[config.mk]
export PLATFORM = sky130hd
export DESIGN_NAME = bf16_imm_widen
export DESIGN_NICKNAME = d
export VERILOG_FILES = /design/src/rtl/bf16_imm_pkg.sv /design/src/rtl/bf16_imm_decode.sv /design/src/rtl/bf16_imm_lzc.sv /design/src/rtl/bf16_imm_fp_widen.sv /design/src/rtl/bf16_imm_widen.sv
export SDC_FILE = /design/constraint.sdc
export NUM_CORES = 1
export LEC_CHECK = 0
export ABC_AREA = 1
export BUFFER_PORTS_ARGS = -buffer_cell sky130_fd_sc_hd__buf_4
export CAP_MARGIN = 40
export CORE_AREA = 2 2 70 85
export DETAILED_ROUTE_END_ITERATION = 10
export DIE_AREA = 0 0 72 87
export GPL_TIMING_DRIVEN = 0
export PLACE_DENSITY = 0.84
export SYNTH_ARGS = -nofsm -noshare
export SYNTH_HDL_FRONTEND = slang
export SYNTH_SLANG_ARGS = --single-unit
[constraint.sdc]
create_clock -name clk -period 6.9 [get_ports clk]
set_clock_uncertainty 0.05 [all_clocks]
set_input_delay 1.035 -clock clk [delete_from_list [all_inputs] [get_ports clk]]
set_output_delay 1.035 -clock clk [all_outputs]
set_load 0.1 [all_outputs]
[src/rtl/bf16_imm_pkg.sv]
package bf16_imm_pkg;
  localparam int INSN_W = 32;
  localparam int MAJ_W  = 6;
  localparam int IDX_W  = 5;
  localparam int XO_W   = 5;
  localparam int IMM_W  = 16;

  typedef struct packed {
    logic [MAJ_W-1:0] major;
    logic [IDX_W-1:0] dest;
    logic [XO_W-1:0]  xo;
    logic [IMM_W-1:0] imm;
  } imm_fields_t;
endpackage

[src/rtl/bf16_imm_decode.sv]
module bf16_imm_decode
  import bf16_imm_pkg::*;
#(
  parameter logic [MAJ_W-1:0] MAJOR_OP = 6'd19,
  parameter logic [XO_W-1:0]  EXT_OP   = 5'd11
) (
  input  logic [INSN_W-1:0] insn,
  output imm_fields_t       fields,
  output logic              hit
);
  // LSB0 view: [31:26] major, [25:21] dest, [20:6] imm low, [5:1] xo, [0] imm top
  always_comb begin
    fields.major = insn[31:26];
    fields.dest  = insn[25:21];
    fields.xo    = insn[5:1];
    fields.imm   = {insn[0], insn[20:6]};
    hit          = (fields.major == MAJOR_OP) && (fields.xo == EXT_OP);
  end
endmodule

[src/rtl/bf16_imm_lzc.sv]
module bf16_imm_lzc #(
  parameter int W  = 23,
  localparam int CW = $clog2(W + 1)
) (
  input  logic [W-1:0]  vec,
  output logic [CW-1:0] count
);
  always_comb begin
    logic found;
    found = 1'b0;
    count = '0;
    for (int i = W - 1; i >= 0; i--) begin
      if (!found) begin
        if (vec[i]) found = 1'b1;
        else        count = count + CW'(1);
      end
    end
  end
endmodule

[src/rtl/bf16_imm_fp_widen.sv]
module bf16_imm_fp_widen #(
  parameter int SRC_EXP_W  = 8,
  parameter int SRC_FRAC_W = 23,
  parameter int DST_EXP_W  = 11,
  parameter int DST_FRAC_W = 52,
  localparam int SRC_W     = 1 + SRC_EXP_W + SRC_FRAC_W,
  localparam int DST_W     = 1 + DST_EXP_W + DST_FRAC_W
) (
  input  logic [SRC_W-1:0] src,
  output logic [DST_W-1:0] dst
);
  localparam int PAD        = DST_FRAC_W - SRC_FRAC_W;
  localparam int SRC_BIAS   = (1 << (SRC_EXP_W - 1)) - 1;
  localparam int DST_BIAS   = (1 << (DST_EXP_W - 1)) - 1;
  localparam int BIAS_SHIFT = DST_BIAS - SRC_BIAS;
  localparam int CW         = $clog2(SRC_FRAC_W + 1);

  logic                  sgn;
  logic [SRC_EXP_W-1:0]  s_exp;
  logic [SRC_FRAC_W-1:0] s_frac;
  logic [CW-1:0]         lz;
  logic [SRC_FRAC_W-1:0] s_shift;
  logic [SRC_FRAC_W-1:0] s_norm;
  logic [DST_EXP_W-1:0]  d_exp;
  logic [DST_FRAC_W-1:0] d_frac;

  assign sgn    = src[SRC_W-1];
  assign s_exp  = src[SRC_W-2 -: SRC_EXP_W];
  assign s_frac = src[SRC_FRAC_W-1:0];

  bf16_imm_lzc #(.W(SRC_FRAC_W)) u_lzc (
    .vec   (s_frac),
    .count (lz)
  );

  // drop the leading one after normalisation
  assign s_shift = s_frac << lz;
  assign s_norm  = {s_shift[SRC_FRAC_W-2:0], 1'b0};

  always_comb begin
    if (&s_exp) begin
      d_exp  = '1;
      d_frac = DST_FRAC_W'(s_frac) << PAD;
    end else if (s_exp == '0 && s_frac == '0) begin
      d_exp  = '0;
      d_frac = '0;
    end else if (s_exp == '0) begin
      d_exp  = DST_EXP_W'(BIAS_SHIFT) - DST_EXP_W'(lz);
      d_frac = DST_FRAC_W'(s_norm) << PAD;
    end else begin
      d_exp  = DST_EXP_W'(s_exp) + DST_EXP_W'(BIAS_SHIFT);
      d_frac = DST_FRAC_W'(s_frac) << PAD;
    end
  end

  assign dst = {sgn, d_exp, d_frac};

  always_comb begin
    p_special_kept_r6: assert (!(&s_exp) || (&d_exp));
    p_subnorm_normal_r5: assert (!(s_exp == '0 && s_frac != '0) ||
                                 (d_exp != '0 && !(&d_exp)));
    p_sign_kept_r3: assert (dst[DST_W-1] == src[SRC_W-1]);
  end
endmodule

[src/rtl/bf16_imm_widen.sv]
module bf16_imm_widen
  import bf16_imm_pkg::*;
#(
  parameter logic [MAJ_W-1:0] MAJOR_OP = 6'd19,
  parameter logic [XO_W-1:0]  EXT_OP   = 5'd11,
  parameter int SGL_EXP_W  = 8,
  parameter int SGL_FRAC_W = 23,
  parameter int DBL_EXP_W  = 11,
  parameter int DBL_FRAC_W = 52,
  localparam int SGL_W     = 1 + SGL_EXP_W + SGL_FRAC_W,
  localparam int DBL_W     = 1 + DBL_EXP_W + DBL_FRAC_W
) (
  input  logic              clk,
  input  logic              rst,
  input  logic              in_valid,
  input  logic [INSN_W-1:0] insn,
  output logic              wr_en,
  output logic [IDX_W-1:0]  wr_idx,
  output logic [DBL_W-1:0]  wr_data
);
  localparam int LOW_PAD = SGL_W - IMM_W;

  imm_fields_t             fld;
  logic                    hit;
  logic [SGL_W-1:0]        sgl;
  logic [DBL_W-1:0]        dbl;

  bf16_imm_decode #(.MAJOR_OP(MAJOR_OP), .EXT_OP(EXT_OP)) u_dec (
    .insn   (insn),
    .fields (fld),
    .hit    (hit)
  );

  assign sgl = {fld.imm, {LOW_PAD{1'b0}}};

  bf16_imm_fp_widen #(
    .SRC_EXP_W (SGL_EXP_W),  .SRC_FRAC_W (SGL_FRAC_W),
    .DST_EXP_W (DBL_EXP_W),  .DST_FRAC_W (DBL_FRAC_W)
  ) u_widen (
    .src (sgl),
    .dst (dbl)
  );

  always_ff @(posedge clk) begin
    if (rst) begin
      wr_en   <= 1'b0;
      wr_idx  <= '0;
      wr_data <= '0;
    end else begin
      wr_en <= in_valid & hit;
      if (in_valid) begin
        wr_idx  <= fld.dest;
        wr_data <= dbl;
      end
    end
  end

  p_we_latency_r8: assert property (@(posedge clk) disable iff (rst)
    (in_valid && hit) |=> wr_en);
  p_no_we_mismatch_r9: assert property (@(posedge clk) disable iff (rst)
    !(in_valid && hit) |=> !wr_en);
  p_hold_idle_r11: assert property (@(posedge clk) disable iff (rst)
    !in_valid |=> ($stable(wr_data) && $stable(wr_idx)));
  p_dest_idx_r2: assert property (@(posedge clk) disable iff (rst)
    in_valid |=> (wr_idx == $past(insn[25:21])));
  p_reset_clear_r10: assert property (@(posedge clk) disable iff (rst)
    $past(rst) |-> (!wr_en && wr_data == '0 && wr_idx == '0));
endmodule

==> run metrics <==
vias in the first global route=2492; worst setup path startpoint=insn[10]; Seq/Total Area, Yosys=18.7%; final WL=6260 um; worst path required time=7060 ps; core footprint=5520 um^2; CP delay by family, top=simple AND/OR/NAND/NOR gates; crit path launch type=primary input; fin cells=576; Reg clk slew, reported paths=80 ps; Die Y=87 um; mean routed wirelength per cell=10.9 um; DRT Pass-1 Iters=4; worst path arrival time=6000 ps; fmax=171 MHz; placed cells=572; worst r2r path cells=4; initial antenna violation count=0; grt ovf=0; post-synth cell types=37; Seq cells post-synth=24; path type of the worst setup path=primary input to register; max cap viols=0; post-route antenna net violation count=0; Synth warnings=0; hold buffers post-CTS=0; via count=2779; PD cells=167 nW/um^2; Fin Setup TNS=0 ps; Nets=555; worst-path fanout max=9; Rows=30; Slew @ Worst Pin=486 ps; share of cells above drive strength 1=32.6%; LEAKAGE=1.86 nW; Mapped Cells=405; CTS Buf Count=3; IO buf count=59; FF-to-FF setup slack=6160 ps; slowest cell on the critical path=ha_1; Clock Tree Buf Depth=2; CTS tree=yes; Hold/Removal Path Class=register to register; Iteration-0 DRC Markers=153; endpoints failing hold=0; num ports=105; RSZ-0062 raised after global routing=no; Starting Density=46.6%; DR vias/cell=4.82; syn avg cell area=6.35 um^2; status=finished clean; # fillers=515; hold_sp=wr_data[50]; reg-to-reg endpoint=wr_data[48]; Final setup viols=0; CTS root buf=clkbuf_8; largest net degree at the start of global routing=15; total power draw=0.000555 W; Worst Hold End=wr_data[50]; post-CTS setup buffers=0; first-pass GRT wire length=10200 um; Die ar.=6260 um^2; hpwl dp=5210 um; final worst path period share=84.6%; max incr delay on CP=390 ps; source of the worst register-to-register timing path=wr_data[48]; total track usage=19.7%; nature of the critical path endpoint=register; DRC Markers=0; post-synthesis instance area=2570 um^2; Final Max Tran Viols=0; ant diodes=0; relative max-transition margin=67.2%; WHS Path Cells=2; CP bufs+invs=11; Die X-Extent=72 um; maximum VDD drop=0.000104 V; Final min period=5840 ps; H-tree depth=1; post-CTS sizing=0; FF+latch area=480 um^2; multi-input combinational cell area=1690 um^2; total clock sinks=24; global placer's final weighted congestion=0.825; Clk Latency, worst-skew pair=270 ps; Area growth syn-to-layout=29.5%
synth_stat cells (all sizes together):
| cell | count | area [um^2] |
|---|---|---|
| nor4 | 1 | 6.26 |
| o221ai | 1 | 8.76 |
| clkinv | 2 | 8.75 |
| nand4 | 10 | 62.6 |
| o21ai | 41 | 205 |
| clkbuf | 5 | 18.8 |
| nor2 | 45 | 218 |
| o21bai | 2 | 18.8 |
| a21oi | 16 | 83.8 |
| dfxtp | 24 | 480 |
| nand3 | 32 | 233 |
| inv | 51 | 194 |
| nand3b | 2 | 15.0 |
| a211oi | 1 | 7.51 |
| ha | 7 | 87.6 |
| o211ai | 6 | 45.0 |
| nand2 | 105 | 474 |
| buf | 46 | 345 |
| nor3 | 2 | 21.3 |
| nor3b | 2 | 15.0 |
| or2 | 3 | 18.8 |
| conb | 1 | 3.75 |
cells in the final DEF, fill, tap and decap left out, types with 2 or more instances in the layout:
cell type	count
nand3_2	12
conb_1	45
nor2_4	3
inv_1	41
nand4_1	10
dfxtp_1	24
nand2_1	83
clkbuf_8	3
a21oi_1	15
o21ai_0	33
buf_4	105
nor2_1	37
clkbuf_1	5
nand2_4	5
o21ai_1	8
nor3b_1	2
inv_2	9
ha_1	7
nand3_1	19
nand2_2	17
o211ai_1	6
nand3b_1	2
or2_1	2
nor2_2	4
how the worst max path moves through the flow:
stage                       end  slack [ps]  depth (start not counted)
floorplan           wr_data[46]        1470                         35
global placement    wr_data[56]         980                         38
detailed placement  wr_data[48]         810                         37
CTS                 wr_data[48]        1080                         37
finish              wr_data[48]        1060                         37
global route        wr_data[48]         560                         37
through the flow:
| stage | hold slack [ps] | utilization [%] | setup slack, ps | cell area, um^2 |
|---|---|---|---|---|
| 2_1_floorplan | 849 | - | 1470 | 2740 |
| 3_3_place_gp | 403 | 59.1 | 981 | 3260 |
| 3_5_place_dp | 415 | 59.1 | 810 | 3260 |
| 4_1_cts | 427 | 60.4 | 1080 | 3330 |
| 5_1_grt | 435 | 60.4 | 557 | 3330 |
| 6_report | 425 | 60.4 | 1060 | 3330 |
where the power goes:
part	internal [W]	switching [W]
Combinational	0.0000597	0.000222
Sequential	0.000147	0.00000455
Clock	0.0000776	0.0000444
Total	0.000284	0.000270
cells by family (layout without fill, tap and decap cells):
| kind of cell | count (synthesis) | after routing | share of synthesized area (%) |
|---|---|---|---|
| and+or+nand+nor | 202 | 202 | 41.4 |
| AOI/OAI and AO/OA | 67 | 67 | 14.4 |
| adders and majority gates | 7 | 7 | 3.41 |
| DFF | 24 | 24 | 18.7 |
| other | 1 | 45 | 0.146 |
| buffers and inverters | 104 | 167 | 22.0 |
worst min-delay path, stage by stage, from the launching register on:
cell     delay (ps)
dfxtp_1         320
nand2_1          60
a21oi_1          60
routing by layer:
metal,global-route usage [%],routed length [um],vias to the layer above
met2,39.3,3250,98
met3,2.55,446,12
met4,8.58,119,0
met1,19.9,2440,1236
li1,-,-,1433
met5,0,0,-
final cells by class:
class | instances | share of cell area (%)
inverters | 53 | 6.09
well taps | 64 | 2.40
flip-flops and latches | 24 | 14.4
plain buffers | 51 | 10.9
clock buffers | 3 | 1.24
multi-input cells | 321 | 50.7
repair buffers | 59 | 13.3
clock inverters | 1 | 0.902
registers in the layout, indices dropped and copies added (netlist names):
signal   cells
wr_en        1
wr_idx       5
wr_data     18
No activity file was read; power rests on OpenSTA's default activity.
